## src/rtl/dualsamp_pkg.sv

```systemverilog
package dualsamp_pkg;
  localparam int CODE_W = 10;
  localparam int CFG_W  = 6;

  typedef logic [CODE_W-1:0] code_t;

  // field layout follows the configuration word bit positions
  typedef struct packed {
    logic       clk_ext;   // bit 5
    logic       diff;      // bit 4
    logic [1:0] mode;      // bits 3:2
    logic [1:0] pair;      // bits 1:0
  } cfg_t;

  localparam logic [1:0] MODE_PAIRED = 2'b11;

  typedef struct packed {
    code_t b;
    code_t a;
  } pair_t;

  localparam int IDX_CS = 0;
  localparam int IDX_WR = 1;
  localparam int IDX_RD = 2;
  localparam int N_STROBES = 3;
endpackage

```

## src/rtl/strobe_sync.sv

```systemverilog
module strobe_sync #(
  parameter int N = 3
) (
  input  logic         clk,
  input  logic         rst_n,
  input  logic [N-1:0] pin_n,
  output logic [N-1:0] lvl,
  output logic [N-1:0] prev
);
  for (genvar i = 0; i < N; i++) begin : g_bit
    logic meta_q, sync_q, last_q;
    always_ff @(posedge clk or negedge rst_n) begin
      if (!rst_n) begin
        meta_q <= 1'b1;
        sync_q <= 1'b1;
        last_q <= 1'b1;
      end else begin
        meta_q <= pin_n[i];
        sync_q <= meta_q;
        last_q <= sync_q;
      end
    end
    assign lvl[i]  = sync_q;
    assign prev[i] = last_q;
  end
endmodule

```

## src/rtl/conv_stub.sv

```systemverilog
module conv_stub
  import dualsamp_pkg::*;
#(
  parameter int CYC_EXT = 10,
  parameter int CYC_INT = 12
) (
  input  logic  clk,
  input  logic  rst_n,
  input  logic  start,
  input  logic  use_ext,
  input  code_t code_a,
  input  code_t code_b,
  output logic  busy,
  output pair_t result
);
  localparam int CYC_MAX = (CYC_EXT > CYC_INT) ? CYC_EXT : CYC_INT;
  localparam int CNT_W   = $clog2(CYC_MAX + 1);
  localparam logic [CNT_W-1:0] LOAD_EXT = CNT_W'(CYC_EXT - 1);
  localparam logic [CNT_W-1:0] LOAD_INT = CNT_W'(CYC_INT - 1);
  localparam logic [CNT_W-1:0] MID_EXT  = CNT_W'(CYC_EXT / 2);
  localparam logic [CNT_W-1:0] MID_INT  = CNT_W'(CYC_INT / 2);

  logic             active_q, active_d;
  logic             ext_q, ext_d;
  logic [CNT_W-1:0] cnt_q, cnt_d;
  pair_t            cap_q, cap_d;
  pair_t            res_q, res_d;
  logic [CNT_W-1:0] mid;

  assign mid = ext_q ? MID_EXT : MID_INT;

  always_comb begin
    active_d = active_q;
    ext_d    = ext_q;
    cnt_d    = cnt_q;
    cap_d    = cap_q;
    res_d    = res_q;
    if (start) begin
      active_d = 1'b1;
      ext_d    = use_ext;
      cnt_d    = use_ext ? LOAD_EXT : LOAD_INT;
      cap_d.a  = code_a;
      cap_d.b  = code_b;
    end else if (active_q) begin
      if (cnt_q == '0) begin
        active_d = 1'b0;
        res_d.b  = cap_q.b;
      end else begin
        cnt_d = cnt_q - 1'b1;
        if (cnt_q == mid) res_d.a = cap_q.a;
      end
    end
  end

  always_ff @(posedge clk or negedge rst_n) begin
    if (!rst_n) begin
      active_q <= 1'b0;
      ext_q    <= 1'b0;
      cnt_q    <= '0;
      cap_q    <= '0;
      res_q    <= '0;
    end else begin
      active_q <= active_d;
      ext_q    <= ext_d;
      cnt_q    <= cnt_d;
      cap_q    <= cap_d;
      res_q    <= res_d;
    end
  end

  assign busy   = active_q;
  assign result = res_q;


  start_busy_chk: assert property (@(posedge clk) disable iff (!rst_n)
    start |=> active_q);


  busy_ends_chk: assert property (@(posedge clk) disable iff (!rst_n)
    (active_q && cnt_q == '0 && !start) |=> !active_q);
endmodule

```

## src/rtl/pair_queue.sv

```systemverilog
module pair_queue
  import dualsamp_pkg::*;
#(
  parameter int DEPTH = 2
) (
  input  logic  clk,
  input  logic  rst_n,
  input  logic  load,
  input  logic  adv,
  input  logic  clr,
  input  pair_t din,
  output code_t dout
);
  localparam int SEL_W = (DEPTH > 1) ? $clog2(DEPTH) : 1;

  code_t            slot_q [DEPTH];
  logic [SEL_W-1:0] sel_q, sel_d;

  for (genvar i = 0; i < DEPTH; i++) begin : g_slot
    code_t entry_in;
    assign entry_in = (i == 0) ? din.a : din.b;
    always_ff @(posedge clk or negedge rst_n) begin
      if (!rst_n)    slot_q[i] <= '0;
      else if (load) slot_q[i] <= entry_in;
    end
  end

  always_comb begin
    sel_d = sel_q;
    if (load || clr) sel_d = '0;
    else if (adv)    sel_d = sel_q + 1'b1;
  end

  always_ff @(posedge clk or negedge rst_n) begin
    if (!rst_n) sel_q <= '0;
    else        sel_q <= sel_d;
  end

  assign dout = slot_q[sel_q];


  sel_reset_on_load_chk: assert property (@(posedge clk) disable iff (!rst_n)
    load |=> (sel_q == '0));
endmodule

```

## src/rtl/dualsamp_seq.sv

```systemverilog
module dualsamp_seq
  import dualsamp_pkg::*;
#(
  parameter int CYC_EXT = 10,
  parameter int CYC_INT = 12
) (
  input  logic              clk,
  input  logic              rst_n,
  input  logic              cs_n,
  input  logic              wr_n,
  input  logic              rd_n,
  input  logic [CFG_W-1:0]  wdata,
  input  logic [CODE_W-1:0] code_a,
  input  logic [CODE_W-1:0] code_b,
  output logic [CODE_W-1:0] rdata,
  output logic              rdata_oe,
  output logic              hold,
  output logic              conv_busy,
  output logic              dual_mode,
  output logic              clk_ext,
  output logic              diff_sel,
  output logic [1:0]        pair_sel,
  output logic              misalign
);
  // reset: asserted asynchronously, released on the clock
  logic [1:0] rst_pipe_q;
  logic       rst_int_n;
  always_ff @(posedge clk or negedge rst_n) begin
    if (!rst_n) rst_pipe_q <= 2'b00;
    else        rst_pipe_q <= {rst_pipe_q[0], 1'b1};
  end
  assign rst_int_n = rst_pipe_q[1];

  logic [N_STROBES-1:0] strb_lvl, strb_prev;
  strobe_sync #(.N(N_STROBES)) u_sync (
    .clk   (clk),
    .rst_n (rst_int_n),
    .pin_n ({rd_n, wr_n, cs_n}),
    .lvl   (strb_lvl),
    .prev  (strb_prev)
  );

  cfg_t  cfg_q, cfg_d;
  logic  odd_seen_q, odd_seen_d;
  logic  misalign_q, misalign_d;
  logic  hold_q;
  logic  paired;
  logic  cs_active, wr_rise, cs_rise, rd_fall, odd_ev, even_ev;
  pair_t conv_res;
  code_t q_out;
  logic  oe;

  assign paired    = (cfg_q.mode == MODE_PAIRED);
  assign cs_active = ~strb_lvl[IDX_CS];
  assign wr_rise   = ~strb_prev[IDX_WR] & strb_lvl[IDX_WR] & cs_active;
  assign cs_rise   = ~strb_prev[IDX_CS] & strb_lvl[IDX_CS];
  assign rd_fall   = strb_prev[IDX_RD] & ~strb_lvl[IDX_RD] & cs_active & paired;
  assign odd_ev    = rd_fall & ~odd_seen_q;
  assign even_ev   = rd_fall & odd_seen_q;

  always_comb begin
    cfg_d      = cfg_q;
    odd_seen_d = odd_seen_q;
    misalign_d = misalign_q;
    if (cs_rise) begin
      if (odd_seen_q) misalign_d = 1'b1;
      odd_seen_d = 1'b0;
    end else if (wr_rise) begin
      cfg_d      = cfg_t'(wdata);
      odd_seen_d = 1'b0;
    end else if (rd_fall) begin
      odd_seen_d = ~odd_seen_q;
    end
  end

  always_ff @(posedge clk or negedge rst_int_n) begin
    if (!rst_int_n) begin
      cfg_q      <= '0;
      odd_seen_q <= 1'b0;
      misalign_q <= 1'b0;
      hold_q     <= 1'b0;
    end else begin
      cfg_q      <= cfg_d;
      odd_seen_q <= odd_seen_d;
      misalign_q <= misalign_d;
      hold_q     <= odd_ev;
    end
  end

  conv_stub #(.CYC_EXT(CYC_EXT), .CYC_INT(CYC_INT)) u_conv (
    .clk     (clk),
    .rst_n   (rst_int_n),
    .start   (odd_ev),
    .use_ext (cfg_q.clk_ext),
    .code_a  (code_a),
    .code_b  (code_b),
    .busy    (conv_busy),
    .result  (conv_res)
  );

  pair_queue #(.DEPTH(2)) u_queue (
    .clk   (clk),
    .rst_n (rst_int_n),
    .load  (odd_ev),
    .adv   (even_ev),
    .clr   (cs_rise),
    .din   (conv_res),
    .dout  (q_out)
  );

  assign oe        = cs_active & ~strb_lvl[IDX_RD];
  assign rdata_oe  = oe;
  assign rdata     = oe ? q_out : '0;
  assign hold      = hold_q;
  assign dual_mode = paired;
  assign clk_ext   = cfg_q.clk_ext;
  assign diff_sel  = cfg_q.diff;
  assign pair_sel  = cfg_q.pair;
  assign misalign  = misalign_q;


  hold_single_chk: assert property (@(posedge clk) disable iff (!rst_int_n)
    hold_q |=> !hold_q);


  hold_needs_paired_chk: assert property (@(posedge clk) disable iff (!rst_int_n)
    hold_q |-> $past(paired));


  misalign_sticky_chk: assert property (@(posedge clk) disable iff (!rst_int_n)
    misalign_q |=> misalign_q);


  bus_quiet_chk: assert property (@(posedge clk) disable iff (!rst_int_n)
    !rdata_oe |-> (rdata == '0));


  busy_with_hold_chk: assert property (@(posedge clk) disable iff (!rst_int_n)
    $rose(conv_busy) |-> hold_q);
endmodule

```

## config.mk

```make
export PLATFORM = sky130hd
export DESIGN_NAME = dualsamp_seq
export DESIGN_NICKNAME = d
export VERILOG_FILES = /design/src/rtl/dualsamp_pkg.sv /design/src/rtl/strobe_sync.sv /design/src/rtl/conv_stub.sv /design/src/rtl/pair_queue.sv /design/src/rtl/dualsamp_seq.sv
export SDC_FILE = /design/constraint.sdc
export NUM_CORES = 1
export LEC_CHECK = 0
export BUFFER_PORTS_ARGS = -buffer_cell sky130_fd_sc_hd__buf_2
export CAP_MARGIN = 30
export CORE_AREA = 5 5 110 138
export DETAILED_ROUTE_END_ITERATION = 7
export DIE_AREA = 0 0 115 143
export PLACE_DENSITY = 0.49
export SLEW_MARGIN = 20
export SYNTH_ARGS = -nofsm -noshare
export SYNTH_HDL_FRONTEND = slang
export SYNTH_SLANG_ARGS = --single-unit
```

## constraint.sdc

```tcl
create_clock -name clk -period 3.2 [get_ports clk]
set_clock_uncertainty 0.15 [all_clocks]
set_input_delay 0.32 -clock clk [delete_from_list [all_inputs] [get_ports clk]]
set_output_delay 0.32 -clock clk [all_outputs]
set_load 0.02 [all_outputs]
```

-- Word level (Yosys, flattened, before mapping)
Index checks and enable logic that the tools add are counted.
- logic and storage cells: 78
- output and inout bits: 19
- bits in registers: 87
- input bits: 31
- $add $sub $neg: 2
- magnitude comparators: 1
- bitwise logic cells: 18
- equality and inequality tests: 3
- muxes and demuxes: 17
- reductions and logical operators: 10
- operators by type and width (cell ; number):
    $mux 10 ; 4
    $mux 4 ; 3
    $and 1x1->1 ; 9
    $mux 1 ; 8
    $not 1->1 ; 8
    $reduce_and 2->1 ; 3
    $eq 4x4->1 ; 1
    $logic_not 4->1 ; 1
    $mux 2 ; 2
    $reduce_and 4->1 ; 1
    $reduce_bool 2->1 ; 2
    $sub 4x1->4 const B ; 1
    $reduce_and 3->1 ; 1
    $reduce_bool 3->1 ; 1
    $eq 2x2->1 const B ; 1
    $ge 2x2->1 const B ; 1
    $ne 2x2->1 const B ; 1
    $not 1->2 ; 1
    $add 1x1->1 const B ; 1
    $logic_or 1x1->1 ; 1

-- Depth between registers and ports, before layout
Gate-level depths: netlist (run 1).
- depth in word-level cells: 7
- depth in mapped cells: 7
- mapped depth without buffers: 6

-- Modules after synthesis
From an unflattened synthesis (run 1), not the netlist that was laid out.
- cell total of the unflattened synthesis: 278
- area total of the unflattened synthesis: 3893.7 µm²
- modules (own cells, without submodules) (module ; cells each ; seq. area each (µm²) ; area an instance (µm²) ; times used):
    conv_stub ; 164 ; 1151.1 ; 2114.5 ; 1
    pair_queue ; 56 ; 525.5 ; 987.2 ; 1
    dualsamp_seq ; 43 ; 275.3 ; 510.5 ; 1
    strobe_sync ; 15 ; 236.5 ; 281.5 ; 1

-- Least setup slack after synthesis (run 1)
Ideal clock, no wire load.
- kind: register to register
- start: register u_conv.cnt_q[0]
- end: register u_conv.cnt_q[1]
- cell stages (with the launch flop): 7
- arrival time: 1.524 ns
- setup slack: 1.406 ns
- setup time: 0.120 ns
- path buffers: 0
- period minus slack after synthesis: 1.794 ns
- required time: 2.930 ns
- cell sequence: dfrtp_1 > inv_1 > ha_1 > or3b_2 > nand2_1 > nand2_1 > a31o_2
- cells in the longest elaborated chain, start to end: 4
- elaborated cells between the ends (all ways): 7
- those cells by class: add/sub: 1; eq/ne: 1; mux: 3; reduce/logical: 2
- ends and longest elaborated chain (item ; line ; RTL):
    start, declared ; conv_stub.sv:25 ; logic [CNT_W-1:0] cnt_q, cnt_d;
    start signal, assigned ; conv_stub.sv:65 ; cnt_q <= cnt_d;
    $sub 4x1->4 ; conv_stub.sv:49 ; cnt_d = cnt_q - 1'b1;
    $mux 4 ; conv_stub.sv:45 ; if (cnt_q == '0) begin
    $mux 4 ; conv_stub.sv:44 ; end else if (active_q) begin
    $mux 4 ; conv_stub.sv:38 ; if (start) begin
Several ways; a longest one is shown, not always the timed one. The select of a mux whose other input is x is not followed.
A chain may end at the register's enable or synchronous reset.

-- Final worst setup path (run 1)
- start: register u_sync.g_bit[0].sync_q
- end: register u_conv.res_q, in the netlist u_conv.result[4]
- cells in the longest elaborated chain, start to end: 6
- ends and longest elaborated chain (item ; line ; RTL):
    start, declared ; strobe_sync.sv:11 ; logic meta_q, sync_q, last_q;
    start signal, assigned ; strobe_sync.sv:19 ; sync_q <= meta_q;
    $not 1->1 ; dualsamp_seq.sv:54 ; assign cs_active = ~strb_lvl[IDX_CS];
    $and 1x1->1 (2 in series) ; dualsamp_seq.sv:57 ; assign rd_fall = strb_prev[IDX_RD] & ~strb_lvl[IDX_RD] & cs_active & paired;
    $and 1x1->1 ; dualsamp_seq.sv:58 ; assign odd_ev = rd_fall & ~odd_seen_q;
    $not 1->1 (no line) ; - ;
    $reduce_and 4->1 (no line) ; - ;
    end signal, assigned ; conv_stub.sv:67 ; res_q <= res_d;
    end, declared ; conv_stub.sv:27 ; pair_t res_q, res_d;
No other way between the ends.

==> summary.md, run 1 <==
Static timing analysis puts the maximum clock frequency at 434 MHz. The worst setup path is captured at a flip-flop. The largest fanout on the critical path is 16, and the xor and xnor fraction of the mapped netlist area is 0.756%. The floorplan has 48 rows.

The synthesized area divided by synthesized cell count was 15.4 µm². The flow ran to the end, and the final reports show no timing, DRC or antenna violations. For the worst setup path, the data arrival time is 2.37 ns.

The first global-routing pass estimated 11300 µm of wire. The count of buffering cells on the critical path with inverters included came out at 1. The clock passes through at most 2 buffers. The cell area that synthesis handed to floorplanning was 3480 µm². The post-place setup slack was 0.888 ns; the signed area change from the synthesized netlist to the final layout was 22.2%. The tools report the post-layout total power as 0.00362 W. Global routing used 9.06% of the available tracks across all layers. On the critical path, the stage with the largest delay is an instance of sky130_fd_sc_hd__and3_1. The logs give 0 for the total overflow reported by the global router and 1911 for the total via count in the routed design. The post-CTS repair timing setup buffer count is 0, and the area of all placed cells without fillers is 4250 µm². The run gives 4600 µm as the HPWL reported at the end of detailed placement.

The share of the clock period used by the worst path is 72.1%, and the max-slew headroom at the worst pin is 48.4%. At the worst endpoint, the required time is 3.26 ns. The tools report the clock root buffer as sky130_fd_sc_hd__clkbuf_16. The synthesized netlist devotes 0.972% of its cell area to compound gates. Summed over all cells, the static leakage comes to 1.97 nW.

The post-layout worst setup margin was 0.894 ns. The commonest cells after synthesis are sky130_fd_sc_hd__dfrtp_1 (78), sky130_fd_sc_hd__mux2_2 (55), sky130_fd_sc_hd__nor2_1 (13), sky130_fd_sc_hd__mux2_4 (10), sky130_fd_sc_hd__mux2i_1 (10). Setup violations remaining at the end of the flow were counted as 0. Fraction of layout instances using a drive strength above 1: 51.9%.

The core area is 13700 µm². Of all cell types, the one taking the most synthesized area is sky130_fd_sc_hd__dfrtp_1. The detailed-router iteration count before antenna repair is 4, and the multi-input logic area is 1190 µm². The filler cells instantiated in the layout total 1401. The final period demand of the worst path works out to 2.31 ns. In the final routed layout, each cell accounts on average for 14.4 µm. The largest net degree at the start of global routing was 51. Cells fill 31.0% of the core in the end. After synthesis the netlist holds a flip-flop and latch count of 87. For this run, asynchronously set or reset flops after synthesis account for 100%.

After synthesis, the largest family of logic cells by area is multiplexers. The repair_antennas step left the layout with diodes totalling 0. The tree built by TritonCTS fans out to 87 sinks. The critical path is of the reg -> reg type.

At the later pin of the worst-skew pair, clock insertion delay measures 0.33 ns. At the end of routability-driven placement, the weighted congestion stood at 0.682. The power density relative to cell area is 853 nW/µm². Port buffering added 49 buffers.

Summing the areas of all and, or, nand and nor instances in the mapped netlist gives 6.15% of the synthesized area. In this run the cell area measured after placement is 3900 µm². The final layout contains routed wiring with a total length of 6700 µm. The die covers 16400 µm².

The number of different library cells used by synthesis comes to 35. The number of max-slew violations in the final report is 0, and the I/O pin total is 50. The worst voltage drop across the vdd grid came out at 277 µV. The kind of cell with the highest combined delay along the critical path is simple AND/OR/NAND/NOR gates. Registers take 2190 µm². The H-tree was split into 3 levels. Measured against the total synthesized area, the mux share comes to 25.7%.

Among all cell types in the netlist, the one instantiated most often is sky130_fd_sc_hd__dfrtp_1. Yosys attributes the largest share of cell area to sky130_fd_sc_hd__dfrtp_1 (56%), sky130_fd_sc_hd__mux2_2 (18%), sky130_fd_sc_hd__dfstp_2 (6.8%), sky130_fd_sc_hd__mux2_4 (4.3%), sky130_fd_sc_hd__mux2i_1 (2.9%). For this run, design rule violations remaining after detail routing come to 0. The number of synthesized flops with an enable pin works out to 0.

Number of global-route vias before repair: 2091. Of the synthesized area, sequential elements account for 62.9%. For this run, the post-layout net count is 317.

For this run, the number of Yosys warnings is 0. The slew of the pin with the lowest slew margin was 0.774 ns; the area fraction of the dominant cell type after synthesis was 56.1%. The run gives 0 as the antenna violation net count after detailed routing.

The average vias per placed instance is 4.12, and the clock buffer count from CTS is 9. Clock-pin slew was measured on the worst setup and hold paths at 0.06 ns. The startpoint type of the worst setup path is a flip-flop. For the number of hold violations in the final report, the log shows 0. The fraction of the mapped netlist area in adder cells is 0.720%. The width of the die works out to 115 µm. For the starting density of the core, the log shows 25.4%. Gates resized during post-CTS repair numbered 0. Counting every instance in the synthesized netlist gives 226. The count of maximum capacitance violations was 0. Counting every net in the synthesized netlist gives 259.

TritonCTS built the clock tree. For the final-layout setup total negative slack, the log shows 0 ns. Setup repair after global routing left no endpoint under its margin. The commonest register cell after synthesis is sky130_fd_sc_hd__dfrtp_1. In this run, the number of DRC markers left after iteration 0 of detailed routing was 43.

The largest stage delay on the critical path was 0.71 ns; the overall die height was 143 µm. The critical path goes through or2_1 -> inv_2 -> nand4b_4 -> and3_1 -> mux2_4. The class of the most critical hold timing path is in -> reg. The run gives 0 as the initial antenna violation count.
worst paths after layout:
kind                                                   from                               end  slack [ns]  depth (start not counted)
max in group asynchronous           rst_pipe_q[1]$_DFF_PN0_  u_sync.g_bit[2].meta_q$_DFF_PN1_        1.91                          1
min in group asynchronous                             rst_n           rst_pipe_q[1]$_DFF_PN0_        0.15                          2
setup reg to reg           u_sync.g_bit[0].sync_q$_DFF_PN1_      u_conv.result[4]$_DFFE_PN0P_        0.89                          5
setup / recovery           u_sync.g_bit[0].sync_q$_DFF_PN1_      u_conv.result[4]$_DFFE_PN0P_        0.89                          5
hold reg to reg                     rst_pipe_q[0]$_DFF_PN0_           rst_pipe_q[1]$_DFF_PN0_        0.20                          0
hold / removal                                    code_a[6]       u_conv.cap_q[6]$_DFFE_PN0P_        0.07                          2
cell families after synthesis:
kind of cell,count (synthesis)
flops,87
mux,77
simple gates,37
buf+inv,14
compound gates,5
xor+xnor,3
fa+ha+maj,2
other cells,1
where the power goes:
group	total (W)	switching, W	internal (W)
Combinational	0.000780	0.000298	0.000483
Sequential	0.00179	0.000251	0.00154
Clock	0.00106	0.000414	0.000644
sequential cells by signal, summed over array words and instances, names as in the netlist, 2 cells and up:
| register | flops |
|---|---|
| u_conv.cap_q | 20 |
| u_queue.slot_q | 20 |
| u_sync.g_bit.sync_q | 3 |
| rst_pipe_q | 2 |
| u_sync.g_bit.last_q | 3 |
| cfg_q | 2 |
| u_conv.result | 20 |
| pair_sel | 2 |
| u_sync.g_bit.meta_q | 3 |
| u_conv.cnt_q | 4 |
through the flow:
step           std cells  hold slack (ns)
3_3_place_gp         444          -0.0430
2_1_floorplan        226           -0.126
3_5_place_dp         444          -0.0417
5_1_grt              464           0.0499
6_report             464           0.0667
4_1_cts              464           0.0525
layout by cell type (no fill, tap or decap), types with 2 or more instances in the layout:
cell | Yosys | layout
sky130_fd_sc_hd__dfrtp_1 | 78 | 77
sky130_fd_sc_hd__mux2_2 | 55 | 55
sky130_fd_sc_hd__buf_2 | 3 | 49
sky130_fd_sc_hd__nor2_1 | 13 | 13
sky130_fd_sc_hd__clkbuf_16 | 0 | 11
sky130_fd_sc_hd__mux2i_1 | 10 | 10
sky130_fd_sc_hd__mux2_4 | 10 | 10
sky130_fd_sc_hd__dfstp_2 | 9 | 9
sky130_fd_sc_hd__nand2_1 | 7 | 7
sky130_fd_sc_hd__nand3_1 | 4 | 4
sky130_fd_sc_hd__dlygate4sd3_1 | 0 | 4
sky130_fd_sc_hd__buf_4 | 2 | 4
sky130_fd_sc_hd__inv_1 | 3 | 3
sky130_fd_sc_hd__or3b_2 | 2 | 2
sky130_fd_sc_hd__xor2_1 | 2 | 2
sky130_fd_sc_hd__mux2_1 | 2 | 2
sky130_fd_sc_hd__a21oi_1 | 2 | 2
sky130_fd_sc_hd__ha_1 | 2 | 2
timing repair:
item                                    in CTS  in global routing
endpoints found under the setup margin       0                  0
hold endpoints to repair                     5                  0
hold buffers                                 4                  0
metal layers:
metal	wire length (µm)	vias up	GRT usage, %
li1	-	894	-
met1	3040	966	11.7
met2	3240	42	14.1
met3	302	9	3.22
met4	112	0	3.15
met5	0	-	0
worst reg2reg max path: cells and delay by family (launching register included):
| kind | cells | cell delay, ns |
|---|---|---|
| simple gates | 3 | 1.07 |
| flops | 1 | 0.56 |
| mux | 1 | 0.36 |
| buf+inv | 1 | 0.06 |
final cells by class:
type	count	share of cell area, %
clock buffer	13	6.89
inverter	4	0.353
sequential	87	51.6
timing repair buffer	57	7.42
clock inverter	3	0.500
multi-input combinational	125	28.1
tap	175	5.15
No activity file was read; power rests on OpenSTA's default activity.
==> run 2, diff against run 1 <==
clock period = 2.2 ns   (was 3.2 ns; I/O delays follow)
==> run 2 against run 1 <==
Against the previous run:
- total power is 49% higher
- register-to-register slack worse by 0.61 ns
- combinational power is 53% higher
- global-route usage hardly changed
- via count is 4.4% higher
- final area is 7.7% higher
- core utilization is 2.4 points higher
- critical path type is now reg -> out
==> summary.md, run 2 (same netlist as run 1, synthesis figures left out) <==
The flow ran to the end, and the final reports show no timing, DRC or antenna violations. The largest net degree at the start of global routing was 36 (-29%); the initial antenna violation count was 0 (unchanged). The I/O pin total was 50 (unchanged); the violation count after the first detailed-routing iteration was 32 (-26%). The placer's final routability congestion estimate is 0.712 (+4.3%). The run gives 48.0% (-1.3 points) as the power share of the sequential group. The arrival time reported for the critical path endpoint was 1.67 ns (-0.70 ns); the routed length per placed instance was 13.9 µm (-3.8%).

TritonCTS built the clock tree. The global router's overall resource usage came out at 9.04% (-0.025 points). For the detailed-router iteration count before antenna repair, the log shows 4 (unchanged). The total wire length was 6830 µm (+2.0%).

The run gives 2162 (+3.4%) as the number of global-route vias before repair. CTS placed an instance of sky130_fd_sc_hd__clkbuf_16 at the clock tree root. The share of total power in combinational logic came out at 22.0% (+0.5 points). The number of antenna diodes is 0 (unchanged). Quantity of gates resized following cts: 0 (unchanged). The net switching power is 0.00142 W (+47%), and the width of the die is 115 µm (unchanged). For the final net count, the log shows 345 (+8.8%).

The critical setup path kind was reg -> out. The number of hold violations in the final report was 0 (unchanged); the clock buffer count from CTS was 9 (unchanged). For the leakage power figure, the log shows 2.11 nW (+7.1%). The required time at the worst-slack endpoint was 1.83 ns (-1.43 ns); the detailed-route DRC error count was 0 (unchanged). The critical path goes through mux2i_1 -> nor2_1 -> buf_2. The number of max-slew violations in the final report was 0 (unchanged); the largest stage delay on the critical path was 0.82 ns (+0.11 ns).

The count of buffers inserted at the top-level ports was 49 (unchanged); the post-layout worst setup margin was 0.158 ns (-0.736 ns). The post-CTS repair timing setup buffer count came out at 0 (unchanged). The area of the die is 16400 µm² (unchanged), and the total placed instance area is 3950 µm² (+1.3%). The average vias per placed instance is 4.06 (-1.5%), and the starting density of the core is 25.4% (unchanged). The slew of the pin with the lowest slew margin was 0.737 ns (-0.0376 ns); the final period demand of the worst path was 2.04 ns. The largest individual stage delay along the critical path comes from the cell sky130_fd_sc_hd__dfrtp_1. The final-layout setup total negative slack is 0 ns (unchanged), and the total overflow reported by the global router is 0 (unchanged). The proportion of total power due to net switching was 26.2% (-0.39 points); the proportion of power drawn by the clock network was 30.0% (+0.8 points). The clock transition at the register clock pins on the worst setup and hold paths after CTS came out at 0.06 ns (about the same). The overall die height came out at 143 µm (unchanged).

The HPWL reported at the end of detailed placement was 4630 µm (+0.63%). The CTS H-tree depth is 3 (unchanged). The number of standard-cell rows in the floorplan is 48 (unchanged). The library cell used most frequently in the layout, excluding fill and tap cells, is sky130_fd_sc_hd__dfrtp_1. The clock sink count is 87 (unchanged), and the total via count in the routed design is 1996 (+4.4%).

Derived from the worst setup path, the maximum achievable clock frequency is 490 MHz. Largest fanout on the critical path: 12 (-4). The worst setup path is launched from a flip-flop. Latest clock arrival within the worst-skew pair: 0.33 ns (about the same). STA classifies the critical path endpoint as a primary output.

The logs give 4580 µm² (+7.7%) for the area of all placed cells without fillers and 564 µV (+100%) for the worst voltage drop across the vdd grid. The share of the clock period used by the worst path is 92.8%, and the post-place setup slack is 0.279 ns (-0.609 ns). The internal portion of total power is 0.00399 W (+50%), and the fraction of layout instances using a drive strength above 1 is 47.9% (-4.0 points). The number of hold-repair buffers added at the cts stage was 30 (+26). The antenna violation net count after detailed routing is 0 (unchanged).

The run gives 0 (unchanged) as the number of failing setup endpoints in the final timing report. The run gives 13700 µm² (unchanged) as the core area. Compared with the post-synthesis result, the final layout area differs by 31.7%. Setup repair after global routing left no endpoint under its margin. The tightest min-delay check is of the in -> async type. The logs give 11300 µm (+0.19%) for the first-pass GRT wire length and 2 (unchanged) for the maximum clock path buffer count. In the layout the commonest cells are sky130_fd_sc_hd__dfrtp_1 (77), sky130_fd_sc_hd__mux2_2 (55), sky130_fd_sc_hd__buf_2 (49), sky130_fd_sc_hd__dlygate4sd3_1 (30), sky130_fd_sc_hd__nor2_1 (13). The max-slew headroom at the worst pin was 50.9% (+2.5 points). The slack of the worst reg-to-reg path was 0.28 ns (-0.61 ns).

The power density relative to cell area was 1180 nW/µm² (+39%). Count of maximum capacitance violations: 0 (unchanged).
[run 2: cell types whose count changed in the layout (fill, tap and decap cells not counted)]
cell	change
sky130_fd_sc_hd__buf_4	-1
sky130_fd_sc_hd__clkbuf_8	+1
sky130_fd_sc_hd__buf_12	+3
sky130_fd_sc_hd__bufinv_16	+1
sky130_fd_sc_hd__clkinv_2	-1
sky130_fd_sc_hd__clkbuf_16	-1
sky130_fd_sc_hd__inv_6	-1
sky130_fd_sc_hd__clkinv_4	+2
sky130_fd_sc_hd__dlygate4sd3_1	+26
sky130_fd_sc_hd__clkinvlp_4	-1
[run 2: power by group through the flow]
stage | Clock [W] | Combinational, W | Sequential [W]
after detailed placement | 0 | 0.00118 | 0.00263
after global routing | 0.00174 | 0.00133 | 0.00268
final | 0.00162 | 0.00119 | 0.00260
after floorplan | 0 | 0.000921 | 0.00254
after CTS | 0.00168 | 0.00122 | 0.00261
after global placement | 0 | 0.00114 | 0.00262
[run 2: critical path: cells and delay by family (launching register included)]
kind | cells | cell delay (ns)
AND/OR/NAND/NOR | 1 | 0.17
multiplexers | 1 | 0.15
flip-flops | 1 | 0.82
buffers and inverters | 1 | 0.19
[run 2: final cells by class]
cell class | instances | area, µm²
fillers | 1388 | 9110
flip-flops and latches | 87 | 2190
multi-input cells | 125 | 1190
repair buffers | 85 | 628
clock buffers | 13 | 282
well taps | 175 | 219
clock inverters | 3 | 47.5
inverters | 4 | 15.0
[run 2: worst paths after layout]
kind	end	depth (start not counted)	startpoint
hold / removal	rst_pipe_q[1]$_DFF_PN0_	2	rst_n
hold reg to reg	u_conv.result[6]$_DFFE_PN0P_	0	rst_pipe_q[1]$_DFF_PN0_
setup reg to reg	u_conv.cnt_q[1]$_DFFE_PN0P_	6	u_conv.cnt_q[0]$_DFFE_PN0P_
min in group clk	rst_pipe_q[1]$_DFF_PN0_	0	rst_pipe_q[0]$_DFF_PN0_
max in group asynchronous	u_sync.g_bit[2].last_q$_DFF_PN1_	1	rst_pipe_q[1]$_DFF_PN0_
setup / recovery	rdata[1]	3	u_queue.sel_q$_DFFE_PN0P_
[run 2: routing by layer]
metal / vias up / GRT usage, % / share of wire (%)
met5: - / 0 / 0
met2: 37 / 14.0 / 49
li1: 953 / - / -
met4: 0 / 5.01 / 1.9
met1: 997 / 11.8 / 46
met3: 9 / 1.91 / 3.8
[run 2: per-stage QoR]
step / power [W] / util (%) / hold WS (ns) / cells
3_5_place_dp: 0.00381 / 28.8 / -0.144 / 446
5_1_grt: 0.00576 / 33.4 / 0.0515 / 492
2_1_floorplan: 0.00347 / - / -0.226 / 226
3_3_place_gp: 0.00375 / 28.8 / -0.144 / 446
6_report: 0.00541 / 33.4 / 0.0478 / 492
4_1_cts: 0.00550 / 33.4 / 0.0267 / 492
==> run 3, diff against run 2 <==
CAP_MARGIN = 5   (was 30)
CORE_AREA = 5 5 116 145   (was 5 5 110 138)
DIE_AREA = 0 0 121 150   (was 0 0 115 143)
SYNTH_HIERARCHICAL = 1   (was unset)
==> run 3 against run 2 <==
Against the previous run:
- total power fell by 1.8%
- via count rose by 20%
- sequential share of layout area fell by 4.1 points
- combinational power rose by 15%
- core utilization fell by 0.87 points
- global-route usage rose by 0.16 points
- non-clock buffer count rose by 6
- maximum frequency fell by 4.6%
- routed wire length rose by 16%
- final area rose by 9.4%
- critical path type is now reg -> reg
- critical endpoint is now u_conv/result[17]$_DFFE_PN0P_
- largest power group unchanged
==> summary.md, run 3 <==
TritonCTS built the clock tree. The number of fill cells was 1544 (+11%); the overall die height was 150 µm (+4.9%). The core area was 15400 µm² (+12%); the final-layout setup total negative slack was 0 ns (unchanged). Setup repair after global routing left no endpoint under its margin. The total via count in the routed design is 2398 (+20%), and the antenna violation net count after detailed routing is 0 (unchanged).

The run gives 0 (unchanged) as the count of maximum capacitance violations. After synthesis, the cell types taking the most area are sky130_fd_sc_hd__dfrtp_1 (50%), sky130_fd_sc_hd__mux2_2 (12%), sky130_fd_sc_hd__mux2_4 (11%), sky130_fd_sc_hd__dfstp_2 (6.1%), sky130_fd_sc_hd__o22ai_1 (3.2%). In this run the critical register-to-register path is captured at u_conv/result[17]$_DFFE_PN0P_. The tools report the detailed-router iteration count before antenna repair as 4 (unchanged). For the sequential-to-total area share from yosys stat, the log shows 56.2% (-6.7 points). The number of gates on the worst path with buffers counted was 6 (+3). Fraction of met3 tracks used by global routing: 2.27% (+0.36 points).

The logs give 311 (+20%) for the post-synth net total and 2.27 ns (+0.44 ns) for the required time at the worst-slack endpoint. The clock sink count was 87 (unchanged). The violation count after the first detailed-routing iteration is 138 (+330%). The latest clock arrival within the worst-skew pair was 0.34 ns (about the same); the clock transition at the register clock pins on the worst setup and hold paths after CTS was 0.06 ns (about the same). The initial antenna violation count is 0 (unchanged). For this design, the slowest cell found on the critical path is sky130_fd_sc_hd__dfrtp_1. The worst setup path endpoint was u_conv/result[17]$_DFFE_PN0P_.

The most numerous cell in the Yosys netlist was sky130_fd_sc_hd__dfrtp_1. The startpoint type of the worst setup path was a flip-flop. For the global router's overall resource usage, the log shows 9.19% (+0.16 points).

The logs give 467 MHz (-4.6%) for the maximum clock frequency and 0 (unchanged) for the number of antenna diodes. The cell count of the worst reg-to-reg path was 6 (unchanged). The portion of netlist area occupied by mux cells was 23.0% (-2.6 points); the met2 usage in global routing was 14.7% (+0.78 points).

The synthesized design spends more area on one cell type than any other, namely sky130_fd_sc_hd__dfrtp_1. The logs give 326 µV (-42%) for the worst voltage drop across the vdd grid and 3 (unchanged) for the CTS H-tree depth. For the max-slew headroom at the worst pin, the log shows 59.3% (+8.4 points).

The most common cell after layout, fill and taps aside is sky130_fd_sc_hd__dfrtp_1. The clock buffer count from CTS was 9 (unchanged); the summed instance area of the synthesized netlist was 3890 µm² (+12%). Slack of the worst reg-to-reg path: 0.06 ns (-0.22 ns). The fraction of the mapped netlist area in adder cells came out at 0.643% (-0.077 points). Xor and xnor fraction of the mapped netlist area: 0.450% (-0.31 points). HPWL reported at the end of detailed placement: 5370 µm (+16%). The count of buffers inserted at the top-level ports is 49 (unchanged), and the signed area change from the synthesized netlist to the final layout is 28.6%.

The starting density of the core was 25.3% (-0.074 points); the total wire length was 7910 µm (+16%). The final non-filler cell total was 573 (+16%); the number of instances in the synthesized netlist was 278 (+23%). Maximum clock path buffer count: 2 (unchanged). The largest stage delay on the critical path was 0.39 ns (-0.43 ns).

Among all flip-flop cells after synthesis, the most frequent one is sky130_fd_sc_hd__dfrtp_1. The critical path in this run is classified as reg -> reg. For the detailed-route DRC error count, the log shows 0 (unchanged). Traced cell by cell, the critical path runs through inv_2 -> ha_4 -> or3b_4 -> or3b_1 -> buf_4 -> mux2_4. The total placed cells including tap cells was 527 (+18%); the fraction of the mapped netlist area in compound gates was 7.52% (+6.5 points). After synthesis, the most frequently instantiated cells are sky130_fd_sc_hd__dfrtp_1 (78), sky130_fd_sc_hd__mux2_2 (40), sky130_fd_sc_hd__mux2_4 (29), sky130_fd_sc_hd__o22ai_1 (20), sky130_fd_sc_hd__a21oi_1 (12). The placer's final routability congestion estimate came out at 0.715 (+0.51%). The largest fanout on the critical path is 10 (-2), and the area fraction in and, or, nand and nor cells after synthesis is 7.90% (+1.8 points).

The number of failing setup endpoints in the final timing report was 0 (unchanged). The share of the clock period used by the worst path is 97.3% (+4.5 points), and the number of standard-cell rows in the floorplan is 51 (+6.3%). The library cells used most frequently in the layout, excluding fill and tap cells, are sky130_fd_sc_hd__dfrtp_1 (77), sky130_fd_sc_hd__buf_2 (49), sky130_fd_sc_hd__mux2_2 (40), sky130_fd_sc_hd__dlygate4sd3_1 (30), sky130_fd_sc_hd__mux2_4 (29).

Clock root buffer: sky130_fd_sc_hd__clkbuf_16. The quantity of gates resized following cts was 0 (unchanged). The width of the die is 121 µm (+5.2%), and the area of the die is 18200 µm² (+10%). The synthesized area divided by synthesized cell count is 14.0 µm² (-9.0%). The kind of cell adding the most delay to the critical path is simple AND/OR/NAND/NOR gates. The number of hold violations in the final report came out at 0 (unchanged). The fraction of layout instances using a drive strength above 1 was 48.2% (+0.25 points); the I/O pin total was 50 (unchanged).

The tightest min-delay check is of the in -> async type. The power density relative to cell area works out to 1060 nW/µm² (-10%). STA classifies the critical path endpoint as a flip-flop.

For the arrival time reported for the critical path endpoint, the log shows 2.21 ns (+0.54 ns). The count of buffering cells on the critical path with inverters included was 2 (+1). The met1 layer usage reported by global route was 11.8% (+0.035 points); the final period demand of the worst path was 2.14 ns (+0.0989 ns). The logs give 2560 (+18%) for the number of global-route vias before repair and 389 (+13%) for the final net count. The run gives 0 (unchanged) as the total overflow reported by the global router. The leakage power figure is 2.29 nW (+8.2%), and the largest net degree at the start of global routing is 46 (+28%). The area fraction of the dominant cell type after synthesis came out at 50.1% (-6.0 points).

The fraction of synthesis flops using an asynchronous set or reset pin is 100% (unchanged), and the total number of yosys warnings is 6 (+6). The minimum hold slack came out at 0.0400 ns (-0.00781 ns). The launch point of the critical path is u_conv/cnt_q[1]$_DFFE_PN0P_.

The number of synthesized flops with an enable pin was 0 (unchanged). After global routing, the most crowded layer is met2. The number of max-slew violations in the final report came out at 0 (unchanged).

The run finished with clean final reports. Number of distinct library cells after synthesis: 34 (-2.9%). The slew of the pin with the lowest slew margin came out at 0.610 ns (-0.127 ns). The worst register-to-register path begins at u_conv/cnt_q[1]$_DFFE_PN0P_. The number of synthesized register bits works out to 87 (unchanged). The first-pass GRT wire length came out at 13100 µm (+16%). The average vias per placed instance is 4.18 (+3.2%).

After synthesis, the largest family of logic cells by area is multiplexers. Routed length per placed instance: 13.8 µm (-0.61%).
run 3: changes by cell type after synthesis, moves of 10 or more:
cell,before,now
sky130_fd_sc_hd__a21oi_1,2,12
sky130_fd_sc_hd__o2bb2ai_1,0,10
sky130_fd_sc_hd__mux2_4,10,29
sky130_fd_sc_hd__mux2_2,55,40
sky130_fd_sc_hd__and2_1,1,11
sky130_fd_sc_hd__o22ai_1,0,20
run 3: cell families (layout without fill, tap and decap cells):
logic type      Yosys count  count (layout)
xor+xnor                  2               2
buf+inv                  27             110
compound gates           45              45
flops                    87              87
fa+ha+maj                 2               2
mux                      70              70
simple gates             44              44
other cells               1               1
run 3: through the flow:
| step | utilization [%] | instance area (µm²) | total power, W | worst slack, ns |
|---|---|---|---|---|
| 2_1_floorplan | - | 3930 | 0.00341 | 0.00269 |
| 3_3_place_gp | 28.6 | 4390 | 0.00371 | 0.111 |
| 3_5_place_dp | 28.6 | 4390 | 0.00377 | 0.0689 |
| 4_1_cts | 32.6 | 5010 | 0.00540 | 0.0568 |
| 5_1_grt | 32.6 | 5010 | 0.00563 | 0.000133 |
| 6_report | 32.6 | 5010 | 0.00531 | 0.0588 |
run 3: routing by layer:
layer  vias to the layer above  wire length, µm
met5                         -                0
met4                         0              151
met3                        11              287
met2                        40             3720
met1                      1195             3750
li1                       1152                -
run 3: how the worst min path moves through the flow:
stage,end,slack (ns),start
after global routing,rst_pipe_q[0]$_DFF_PN0_,0.04,rst_n
after global placement,rst_pipe_q[0]$_DFF_PN0_,-0.14,rst_n
after detailed placement,rst_pipe_q[0]$_DFF_PN0_,-0.14,rst_n
after CTS,rst_pipe_q[1]$_DFF_PN0_,0.02,rst_n
final,rst_pipe_q[0]$_DFF_PN0_,0.04,rst_n
after floorplan,rst_pipe_q[0]$_DFF_PN0_,-0.23,rst_n
run 3: repair_timing:
item,in CTS,in global routing
endpoints found under the setup margin,0,0
setup buffers,0,0
endpoints found under the hold margin,31,0
hold buffers,30,0
run 3: power breakdown:
part / switching (W) / internal [W]
combinational: 0.000561 / 0.000809
sequential: 0.000361 / 0.00204
clock: 0.000611 / 0.000934
total: 0.00153 / 0.00378
run 3: layout make-up:
class                      count  area (µm²)  area share, %
inverter                       3        11.3          0.225
tap                          212         265           5.30
timing repair buffer          91         661           13.2
sequential                    87        2190           43.8
multi-input combinational    164        1570           31.3
clock buffer                  13         293           5.85
clock inverter                 3        21.3          0.425
